===== src/rtl/lim_thr_pkg.sv =====
package lim_thr_pkg;

  // word and fixed-point geometry
  localparam int unsigned QW      = 32;            // voltage / slope word width
  localparam int unsigned QFRAC   = 24;            // fraction bits of Q8.24
  localparam int unsigned PCT_W   = 5;             // headroom percentage width
  localparam int unsigned FAC_W   = 7;             // width of 100 - pct (85..116)
  localparam int unsigned PROD_W  = 2 * QW;        // full slope product
  localparam int unsigned SHIFT_W = PROD_W - QFRAC;// product after realignment
  localparam int unsigned HD_W    = QW + FAC_W;    // supply * factor
  localparam int unsigned PCT_FULL = 100;          // percentage scale

  typedef logic [QW-1:0]    q_word_t;
  typedef logic [PCT_W-1:0] pct_t;
  typedef logic [FAC_W-1:0] fac_t;

  // slope * deficit, realigned to Q8.24, saturated to one word
  function automatic q_word_t q_mul_sat(input q_word_t a, input q_word_t b);
    logic [PROD_W-1:0]  prod;
    logic [SHIFT_W-1:0] aligned;
    prod    = PROD_W'(a) * PROD_W'(b);
    aligned = prod[PROD_W-1:QFRAC];
    if (|aligned[SHIFT_W-1:QW]) return '1;
    return aligned[QW-1:0];
  endfunction

  // scale factor 100 - p for a two's complement percentage p
  function automatic fac_t hdrm_factor(input pct_t p);
    logic signed [FAC_W:0] p_ext;
    logic signed [FAC_W:0] f;
    p_ext = {{(FAC_W+1-PCT_W){p[PCT_W-1]}}, p};
    f     = (FAC_W+1)'(PCT_FULL) - p_ext;
    return f[FAC_W-1:0];
  endfunction

  // floor(supply * factor / 100), saturated to one word
  function automatic q_word_t hdrm_scale(input q_word_t sup, input fac_t fac);
    logic [HD_W-1:0] prod;
    logic [HD_W-1:0] quo;
    prod = HD_W'(sup) * HD_W'(fac);
    quo  = prod / HD_W'(PCT_FULL);
    if (|quo[HD_W-1:QW]) return '1;
    return quo[QW-1:0];
  endfunction

  // tracking curve: ceiling minus drop, clamped to the floor
  function automatic q_word_t track_pick(input q_word_t mx, input q_word_t mn,
                                         input q_word_t drop);
    q_word_t t;
    if (drop > mx) return mn;          // would go negative
    t = mx - drop;
    if (t < mn) return mn;
    return t;
  endfunction

endpackage


===== src/rtl/lim_thr_capture.sv =====
// Stage 1: sample the supply and configuration on the strobe, precompute
// the knee deficit and the headroom factor.
module lim_thr_capture
  import lim_thr_pkg::*;
(
  input  logic    clk,
  input  logic    rst_n,
  input  q_word_t supply_i,
  input  logic    supply_vld_i,
  input  q_word_t thr_max_i,
  input  q_word_t thr_min_i,
  input  q_word_t knee_i,
  input  q_word_t slope_i,
  input  logic    hdrm_en_i,
  input  pct_t    hdrm_pct_i,
  output logic    s1_vld_o,
  output q_word_t s1_supply_o,
  output q_word_t s1_max_o,
  output q_word_t s1_min_o,
  output q_word_t s1_slope_o,
  output q_word_t s1_deficit_o,
  output logic    s1_above_o,
  output logic    s1_hen_o,
  output logic    s1_pct_neg_o,
  output fac_t    s1_factor_o
);

  // named intermediate results
  logic    below_knee;
  q_word_t deficit;
  fac_t    factor;

  assign below_knee = supply_i < knee_i;
  assign deficit    = below_knee ? (knee_i - supply_i) : '0;
  assign factor     = hdrm_factor(hdrm_pct_i);

  always_ff @(posedge clk or negedge rst_n) begin
    if (!rst_n) begin
      s1_vld_o <= 1'b0;
    end else begin
      s1_vld_o <= supply_vld_i;
    end
  end

  // data registers load only on a strobe
  always_ff @(posedge clk or negedge rst_n) begin
    if (!rst_n) begin
      s1_supply_o  <= '0;
      s1_max_o     <= '0;
      s1_min_o     <= '0;
      s1_slope_o   <= '0;
      s1_deficit_o <= '0;
      s1_above_o   <= 1'b0;
      s1_hen_o     <= 1'b0;
      s1_pct_neg_o <= 1'b0;
      s1_factor_o  <= '0;
    end else if (supply_vld_i) begin
      s1_supply_o  <= supply_i;
      s1_max_o     <= thr_max_i;
      s1_min_o     <= thr_min_i;
      s1_slope_o   <= slope_i;
      s1_deficit_o <= deficit;
      s1_above_o   <= !below_knee;
      s1_hen_o     <= hdrm_en_i;
      s1_pct_neg_o <= hdrm_pct_i[PCT_W-1];
      s1_factor_o  <= factor;
    end
  end

  // factor range for a 5-bit signed percentage is 85..116
  AST_FACTOR_RANGE: assert property (@(posedge clk) disable iff (!rst_n)
    s1_vld_o |-> (s1_factor_o >= FAC_W'(85) && s1_factor_o <= FAC_W'(116)));

  // a captured sample flagged above the knee has no deficit
  AST_ABOVE_NO_DEFICIT: assert property (@(posedge clk) disable iff (!rst_n)
    (s1_vld_o && s1_above_o) |-> (s1_deficit_o == '0));

endmodule


===== src/rtl/lim_thr_scale.sv =====
// Stage 2: the two products (tracking drop and headroom scaling).
module lim_thr_scale
  import lim_thr_pkg::*;
(
  input  logic    clk,
  input  logic    rst_n,
  input  logic    s1_vld_i,
  input  q_word_t s1_supply_i,
  input  q_word_t s1_max_i,
  input  q_word_t s1_min_i,
  input  q_word_t s1_slope_i,
  input  q_word_t s1_deficit_i,
  input  logic    s1_above_i,
  input  logic    s1_hen_i,
  input  logic    s1_pct_neg_i,
  input  fac_t    s1_factor_i,
  output logic    s2_vld_o,
  output q_word_t s2_drop_o,
  output q_word_t s2_hd_o,
  output q_word_t s2_supply_o,
  output q_word_t s2_max_o,
  output q_word_t s2_min_o,
  output logic    s2_above_o,
  output logic    s2_hen_o,
  output logic    s2_pct_neg_o
);

  q_word_t drop;
  q_word_t hd;

  assign drop = q_mul_sat(s1_slope_i, s1_deficit_i);
  assign hd   = hdrm_scale(s1_supply_i, s1_factor_i);

  always_ff @(posedge clk or negedge rst_n) begin
    if (!rst_n) begin
      s2_vld_o <= 1'b0;
    end else begin
      s2_vld_o <= s1_vld_i;
    end
  end

  always_ff @(posedge clk or negedge rst_n) begin
    if (!rst_n) begin
      s2_drop_o    <= '0;
      s2_hd_o      <= '0;
      s2_supply_o  <= '0;
      s2_max_o     <= '0;
      s2_min_o     <= '0;
      s2_above_o   <= 1'b0;
      s2_hen_o     <= 1'b0;
      s2_pct_neg_o <= 1'b0;
    end else if (s1_vld_i) begin
      s2_drop_o    <= drop;
      s2_hd_o      <= hd;
      s2_supply_o  <= s1_supply_i;
      s2_max_o     <= s1_max_i;
      s2_min_o     <= s1_min_i;
      s2_above_o   <= s1_above_i;
      s2_hen_o     <= s1_hen_i;
      s2_pct_neg_o <= s1_pct_neg_i;
    end
  end

  // a zero deficit can never produce a drop
  AST_NO_DEFICIT_NO_DROP: assert property (@(posedge clk) disable iff (!rst_n)
    (s1_vld_i && s1_deficit_i == '0) |=> (s2_drop_o == '0));

  // a zero slope can never produce a drop
  AST_ZERO_SLOPE: assert property (@(posedge clk) disable iff (!rst_n)
    (s1_vld_i && s1_slope_i == '0) |=> (s2_drop_o == '0));

endmodule


===== src/rtl/lim_thr_select.sv =====
// Stage 3: choose the curve, apply the floor, register the output.
module lim_thr_select
  import lim_thr_pkg::*;
(
  input  logic    clk,
  input  logic    rst_n,
  input  logic    s2_vld_i,
  input  q_word_t s2_drop_i,
  input  q_word_t s2_hd_i,
  input  q_word_t s2_supply_i,
  input  q_word_t s2_max_i,
  input  q_word_t s2_min_i,
  input  logic    s2_above_i,
  input  logic    s2_hen_i,
  input  logic    s2_pct_neg_i,
  output q_word_t thr_o,
  output logic    thr_vld_o
);

  q_word_t track_thr;
  q_word_t next_thr;

  assign track_thr = track_pick(s2_max_i, s2_min_i, s2_drop_i);
  assign next_thr  = s2_hen_i ? s2_hd_i : track_thr;

  always_ff @(posedge clk or negedge rst_n) begin
    if (!rst_n) begin
      thr_vld_o <= 1'b0;
      thr_o     <= '0;
    end else begin
      thr_vld_o <= s2_vld_i;
      if (s2_vld_i) thr_o <= next_thr;
    end
  end

  AST_FLOOR: assert property (@(posedge clk) disable iff (!rst_n)
    (s2_vld_i && !s2_hen_i) |=> (thr_o >= $past(s2_min_i)));

  AST_CEILING: assert property (@(posedge clk) disable iff (!rst_n)
    (s2_vld_i && !s2_hen_i && s2_max_i >= s2_min_i) |=> (thr_o <= $past(s2_max_i)));

  AST_KNEE_FLAT: assert property (@(posedge clk) disable iff (!rst_n)
    (s2_vld_i && !s2_hen_i && s2_above_i && s2_max_i >= s2_min_i)
      |=> (thr_o == $past(s2_max_i)));

  AST_HDRM_UNDER: assert property (@(posedge clk) disable iff (!rst_n)
    (s2_vld_i && s2_hen_i && !s2_pct_neg_i) |=> (thr_o <= $past(s2_supply_i)));

  AST_HDRM_OVER: assert property (@(posedge clk) disable iff (!rst_n)
    (s2_vld_i && s2_hen_i && s2_pct_neg_i) |=> (thr_o >= $past(s2_supply_i)));

  AST_HOLD: assert property (@(posedge clk) disable iff (!rst_n)
    !s2_vld_i |=> $stable(thr_o));

endmodule


===== src/rtl/lim_thr_gen.sv =====
module lim_thr_gen
  import lim_thr_pkg::*;
(
  input  logic        clk,
  input  logic        rst_n,
  input  logic [31:0] supply_i,
  input  logic        supply_vld_i,
  input  logic [31:0] cfg_thr_max_i,
  input  logic [31:0] cfg_thr_min_i,
  input  logic [31:0] cfg_knee_i,
  input  logic [31:0] cfg_slope_i,
  input  logic        cfg_hdrm_en_i,
  input  logic [4:0]  cfg_hdrm_pct_i,
  output logic [31:0] thr_o,
  output logic        thr_vld_o
);

  // stage 1 -> stage 2
  logic    s1_vld;
  q_word_t s1_supply, s1_max, s1_min, s1_slope, s1_deficit;
  logic    s1_above, s1_hen, s1_pct_neg;
  fac_t    s1_factor;

  // stage 2 -> stage 3
  logic    s2_vld;
  q_word_t s2_drop, s2_hd, s2_supply, s2_max, s2_min;
  logic    s2_above, s2_hen, s2_pct_neg;

  lim_thr_capture u_capture (
    .clk          (clk),
    .rst_n        (rst_n),
    .supply_i     (supply_i),
    .supply_vld_i (supply_vld_i),
    .thr_max_i    (cfg_thr_max_i),
    .thr_min_i    (cfg_thr_min_i),
    .knee_i       (cfg_knee_i),
    .slope_i      (cfg_slope_i),
    .hdrm_en_i    (cfg_hdrm_en_i),
    .hdrm_pct_i   (cfg_hdrm_pct_i),
    .s1_vld_o     (s1_vld),
    .s1_supply_o  (s1_supply),
    .s1_max_o     (s1_max),
    .s1_min_o     (s1_min),
    .s1_slope_o   (s1_slope),
    .s1_deficit_o (s1_deficit),
    .s1_above_o   (s1_above),
    .s1_hen_o     (s1_hen),
    .s1_pct_neg_o (s1_pct_neg),
    .s1_factor_o  (s1_factor)
  );

  lim_thr_scale u_scale (
    .clk          (clk),
    .rst_n        (rst_n),
    .s1_vld_i     (s1_vld),
    .s1_supply_i  (s1_supply),
    .s1_max_i     (s1_max),
    .s1_min_i     (s1_min),
    .s1_slope_i   (s1_slope),
    .s1_deficit_i (s1_deficit),
    .s1_above_i   (s1_above),
    .s1_hen_i     (s1_hen),
    .s1_pct_neg_i (s1_pct_neg),
    .s1_factor_i  (s1_factor),
    .s2_vld_o     (s2_vld),
    .s2_drop_o    (s2_drop),
    .s2_hd_o      (s2_hd),
    .s2_supply_o  (s2_supply),
    .s2_max_o     (s2_max),
    .s2_min_o     (s2_min),
    .s2_above_o   (s2_above),
    .s2_hen_o     (s2_hen),
    .s2_pct_neg_o (s2_pct_neg)
  );

  lim_thr_select u_select (
    .clk          (clk),
    .rst_n        (rst_n),
    .s2_vld_i     (s2_vld),
    .s2_drop_i    (s2_drop),
    .s2_hd_i      (s2_hd),
    .s2_supply_i  (s2_supply),
    .s2_max_i     (s2_max),
    .s2_min_i     (s2_min),
    .s2_above_i   (s2_above),
    .s2_hen_i     (s2_hen),
    .s2_pct_neg_i (s2_pct_neg),
    .thr_o        (thr_o),
    .thr_vld_o    (thr_vld_o)
  );

  // strobe advances one stage per edge across module boundaries
  AST_STAGE1_TO_2: assert property (@(posedge clk) disable iff (!rst_n)
    s1_vld |=> s2_vld);
  AST_STAGE2_TO_OUT: assert property (@(posedge clk) disable iff (!rst_n)
    s2_vld |=> thr_vld_o);
  AST_NO_SPURIOUS_OUT: assert property (@(posedge clk) disable iff (!rst_n)
    !s2_vld |=> !thr_vld_o);

endmodule


===== config.mk =====
export PLATFORM = sky130hd
export DESIGN_NAME = lim_thr_gen
export DESIGN_NICKNAME = d
export VERILOG_FILES = /design/src/rtl/lim_thr_pkg.sv /design/src/rtl/lim_thr_capture.sv /design/src/rtl/lim_thr_scale.sv /design/src/rtl/lim_thr_select.sv /design/src/rtl/lim_thr_gen.sv
export SDC_FILE = /design/constraint.sdc
export NUM_CORES = 2
export LEC_CHECK = 0
export BUFFER_PORTS_ARGS = -buffer_cell sky130_fd_sc_hd__buf_4
export CAP_MARGIN = 20
export CELL_PAD_IN_SITES_DETAIL_PLACEMENT = 0
export CELL_PAD_IN_SITES_GLOBAL_PLACEMENT = 1
export CORE_MARGIN = 2
export CORE_UTILIZATION = 55
export CTS_CLUSTER_DIAMETER = 200
export DETAILED_ROUTE_END_ITERATION = 10
export MAX_ROUTING_LAYER = met4
export PLACE_DENSITY_LB_ADDON = 0.12
export SETUP_SLACK_MARGIN = 0.05
export SYNTH_ARGS = -nofsm -noshare
export SYNTH_HDL_FRONTEND = slang
export SYNTH_SLANG_ARGS = --single-unit
export TNS_END_PERCENT = 30

===== constraint.sdc =====
create_clock -name clk -period 50.4 [get_ports clk]
set_clock_uncertainty 0.2 [all_clocks]
set_input_delay 5.04 -clock clk [delete_from_list [all_inputs] [get_ports clk]]
set_output_delay 5.04 -clock clk [all_outputs]
set_load 0.005 [all_outputs]

==> Word level (Yosys, flattened, before mapping) <==
Index checks and enable logic that the tools add are counted.
Widths: inputs -> output; s select.
{ "classes": {"reduce_logical": 2, "n_eq_ne": 0, "shifts": 0, "n_bitwise": 0, "n_mul": 2, "div_mod_pow": 1, "n_addsub": 3, "n_mux": 15, "n_lt_le_gt_ge": 3} }
{ "op_table": {"columns": ["op", "count"], "rows": [
  ["$mux 32", 10],
  ["$lt 32x32->1", 2],
  ["$mul 32x32->64", 1],
  ["$sub 32x32->32", 2],
  ["$div 39x7->39 const B", 1],
  ["$mul 32x7->39", 1],
  ["$gt 32x32->1", 1],
  ["$reduce_or 8->1", 1],
  ["$reduce_or 7->1", 1],
  ["$sub 6x5->7 const A", 1],
  ["$mux 1", 5]
]} }
{ "word_totals": {"memories": 0, "register_bits": 332, "output_inout_bits": 33, "romBits": 0, "latchBits": 0, "ram_bits": 0, "in_bits": 169, "wordCells": 42} }

==> Logic depth before layout (Yosys ltp) <==
{ "depth": {"word_depth": 7, "mapped_depth": 99, "mapped_depth_nobuf": 82} }

==> By module <==
A second synthesis with hierarchy kept.
{ "unflattened": {"cells_unflattened": 7078, "hier_area_um2": 64436.8} }
{ "modules_own_cells": {"columns": ["mod", "cells_per_inst", "seq_area_each_um2", "area_each_um2", "instances"], "rows": [
  ["lim_thr_scale", 5796, 4103.9, 51735.9, 1],
  ["lim_thr_capture", 703, 4279.1, 8265.4, 1],
  ["lim_thr_select", 579, 825.8, 4435.5, 1]
]} }

==> Worst setup path before layout <==
OpenSTA, ideal clock, no wires.
{ "synth_timing": {"path_kind": "reg2reg", "startpoint": "register u_capture.s1_factor_o[5]", "endpoint": "register u_scale.s2_hd_o[0]", "required_ns": 50.074, "slack_ns": 27.644, "period_less_slack_ns": 22.756, "path_buffers": 8, "setup_ns": 0.126, "stages_incl_launch_ff": 91, "arrival_time_ns": 22.430, "path_cell_list": "dfrtp_1 clkbuf_1 and2_1 fa_1 inv_1 fa_1 inv_1 fa_1 inv_1 fa_1 inv_1 ha_1 buf_4 a21oi_1 o21ai_1 or2_1 a2111o_1 a21o_1 [55 not listed] or3_4 or4_1 and4_1 buf_6 a211o_1 o211a_4 or4b_4 nor4b_1 nor2_2 a2111oi_0 o31ai_2 nand2_1 a211o_2 a21o_1 nand4_1 o21a_1 o211ai_1 o32a_1"} }
{ "synth_between": {"elab_chain_cells": 5} }
{ "synth_rtl": {"columns": ["element", "line", "text"], "rows": [
  ["from (decl)", "lim_thr_capture.sv:25", "output fac_t s1_factor_o"],
  ["from (signal assigned)", "lim_thr_capture.sv:66", "s1_factor_o <= factor;"],
  ["$mul 32x7->39 *", "lim_thr_pkg.sv:40", "prod = HD_W'(sup) * HD_W'(fac);"],
  ["$div 39x7->39 *", "lim_thr_pkg.sv:41", "quo = prod / HD_W'(PCT_FULL);"],
  ["$reduce_or 7->1", "lim_thr_pkg.sv:42", "if (|quo[HD_W-1:QW]) return '1;"],
  ["$mux 1", "lim_thr_pkg.sv:42", null],
  ["$mux 32 *", "lim_thr_pkg.sv:43", "return quo[QW-1:0];"],
  ["to (signal assigned)", "lim_thr_scale.sv:45", "s2_hd_o <= '0;"],
  ["to (signal assigned)", "lim_thr_scale.sv:54", "s2_hd_o <= hd;"],
  ["to (decl)", "lim_thr_scale.sv:19", "output q_word_t s2_hd_o,"]
]} }
Mark *: on every way between the ends. The rest lies on a longest branch, timed or not.
A chain may end at the register's enable or synchronous reset.

==> Worst setup path in the final report <==
Ends and elaborated chain as after synthesis.

==> results.py <==
metrics = {
    "floorplanning": {
        "coreArea_mm2": 0.112,
        "start_util_pct": 55.5,
        "num_rows": 123,
        "fp.dieArea_mm2": 0.116,
        "die_x_um": 341,
        "num_io_pins": 202,
        "die_h_um": 341,
    },
    "synthesis": {
        "async_reset_ff_share_pct": 100,
        "ys.flop_type": "dfrtp_1",
        "yosysWarnings": 0,
        "yosysSeqAreaShare_pct": 13.3,
        "syn_inst": 6933,
        "synth_edf_count": 0,
        "avgSynthCellArea_um2": 9.00,
        "ys_ff_latch": 332,
        "synth_fp_nets": 8561,
        "netlist-cell-type-count": 153,
        "syn-cell-area_mm2": 0.0624,
    },
    "clock_tree": {
        "htree_levels": 2,
        "cts-resized-gates": 0,
        "cts_root_buf": "clkbuf_16",
        "cts_buffer_depth": 3,
        "post_cts_buffers": 0,
        "ctsHoldBuffers": 0,
        "cts_tree": "done",
        "numCtsBuffers": 42,
        "clkTransAtPathRegs_ns": 0.06,
        "clk-insertion-delay-late_ns": 0.65,
        "clkSinkCount": 332,
    },
    "place": {
        "pre_cts_ws_ns": 22.74,
        "place.port_buffers": 201,
        "dp_hpwl_mm": 143,
        "gp_congestion": 0.939,
    },
    "route": {
        "wl_per_cell_um": 21.7,
        "drt_iter0_drc": 2965,
        "drt_first_pass_iters": 5,
        "drt_wl_total_mm": 183,
        "ant_nets": 0,
        "num_vias": 49300,
        "via_per_inst": 5.83,
        "drc": 0,
    },
    "sta": {
        "rsz0062_at_grt": "false",
        "fin_crit_sh_pct": 55.4,
        "finalSetupViolations": 0,
        "slew_viol_final": 0,
        "worstMarginPinSlew_ns": 1.16,
        "fin_tns_setup_ns": 0,
        "min_period_ns": 27.90,
        "final_hold_viol_count": 0,
        "holdWs_ns": 0.279,
        "setup_slack_ns": 22.50,
        "timing.slew.headroom_pct": 22.0,
        "fmax_ghz": 0.0358,
    },
    "global_route": {
        "grt_pass1_wl_mm": 295,
        "antenna_found_initial": 4,
        "grt_overflow": 0,
        "grt_pass1_vias": 52000,
        "grt_usage_pct": 33.6,
        "grt_max_degree": 104,
    },
    "setup_path": {
        "critPathArrivalTime_ns": 28.21,
        "criticalPathCategory": "reg -> reg",
        "critPathMaxFanout": 33,
        "slowest_stage": "dfrtp_1",
        "worst_setup_path_start_kind": "flip-flop",
        "cp-end-kind": "flip-flop",
        "cp_top_family": "compound AO/OA/AOI/OAI gates",
        "crit_required_ns": 50.71,
        "critical_path.max_stage_delay_ns": 1.03,
        "path_buf_inv": 3,
    },
    "cells_and_area": {
        "multi_input_area_mm2": 0.0480,
        "drive_gt1_share_pct": 10.8,
        "area.growth.synth_to_final_pct": 6.54,
        "utilization_pct": 59.1,
        "layout_common_cells": "inv_1, nand2_1, fa_1",
        "n_fill_cell": 10100,
        "layout_commonest_cell": "inv_1",
        "register_area_mm2": 0.00835,
        "fin_nets": 8554,
    },
    "outcome": {
        "run_status": "finished clean",
    },
    "min_path": {
        "hold_path.class": "reg -> reg",
    },
    "run": {
        "drv_cap": 0,
    },
}
## tightest hold or removal path, stage by stage, from the launching register on
cell	delay [ns]
dfrtp_1	0.34
nand2_1	0.05
o21ai_0	0.06
## path summary, 6_finish.rpt
| path | slack (ns) | depth (start not counted) | endpoint | start |
|---|---|---|---|---|
| min in group asynchronous | 4.24 | 1 | u_capture.s1_min_o[6] | rst_n |
| worst min-delay path | 0.28 | 2 | u_scale.s2_min_o[9] | u_capture.s1_min_o[9] |
| worst max-delay path | 22.50 | 79 | u_scale.s2_hd_o[0] | u_capture.s1_factor_o[5] |
| worst max register to register | 22.50 | 79 | u_scale.s2_hd_o[0] | u_capture.s1_factor_o[5] |
| max in group asynchronous | 43.65 | 3 | u_capture.s1_deficit_o[26] | rst_n |
| worst min register to register | 0.28 | 2 | u_scale.s2_min_o[9] | u_capture.s1_min_o[9] |
## per-stage QoR
stage	cells	area [um2]
finish	8461	66500
global route	8460	66500
CTS	8458	66500
detailed placement	8380	65000
global placement	8380	65000
floorplan	6933	62400
## cells in the mapped netlist (12+ instances only)
cell	number	area, um2
mux2_2	200	2250
and3_1	25	156
nand3_1	56	280
a211o_1	16	140
fa_1	1046	20900
clkbuf_1	276	1040
nand4_1	44	275
o22ai_1	23	144
o22a_1	44	385
o21a_1	62	465
nor2_1	242	908
o2111ai_1	15	131
nand2b_1	30	188
ha_1	413	5170
nor4_1	23	144
xnor2_1	99	867
o21ai_0	162	811
nand2_1	1048	3930
and2_1	429	2680
dfrtp_1	332	8310
o211a_1	16	160
xor2_1	49	429
o21ai_1	34	170
a211oi_1	35	263
a31oi_1	33	206
o21bai_1	48	360
o31ai_1	12	90.1
o211ai_1	38	285
buf_4	28	210
buf_6	12	135
nor2b_1	23	144
a22o_1	20	175
mux2i_1	13	130
o2bb2ai_1	21	184
nor3_1	94	470
a21oi_1	239	1200
a21o_1	49	368
inv_1	1207	4530
or3_1	16	100
## logic make-up (layout without fill, tap and decap cells)
family                     after synthesis  in the layout  synth area share (%)
adders and majority gates             1462           1462                  41.9
AOI/OAI and AO/OA                     1085           1085                  12.6
buffers and inverters                 1553           1580                  9.80
muxes                                  219            219                  3.95
and+or+nand+nor                       2133           2133                  16.3
other                                    0              1                     0
DFF                                    332            332                  13.3
xor gates and xnor gates               149            149                  2.10
## routing by layer
layer	track usage [%]	up-vias	part of all wire [%]	wire (um)
li1	-	22200	-	-
met2	55.2	1518	49	89500
met3	3.77	337	5.5	10100
met4	13.3	0	4.7	8600
met1	42.6	25300	41	74900
met5	-	-	0	0
## layout make-up
class | instances | share of cell area, %
multi-input combinational | 5048 | 72.2
sequential | 332 | 12.6
inverter | 1207 | 6.82
timing repair buffer | 295 | 3.36
tap | 1500 | 2.82
clock buffer | 55 | 1.77
clock inverter | 23 | 0.461
antenna | 1 | 0.00376
Power is not shown: default switching activity piles up to over one toggle a cycle in this logic, so the estimate is an artifact.
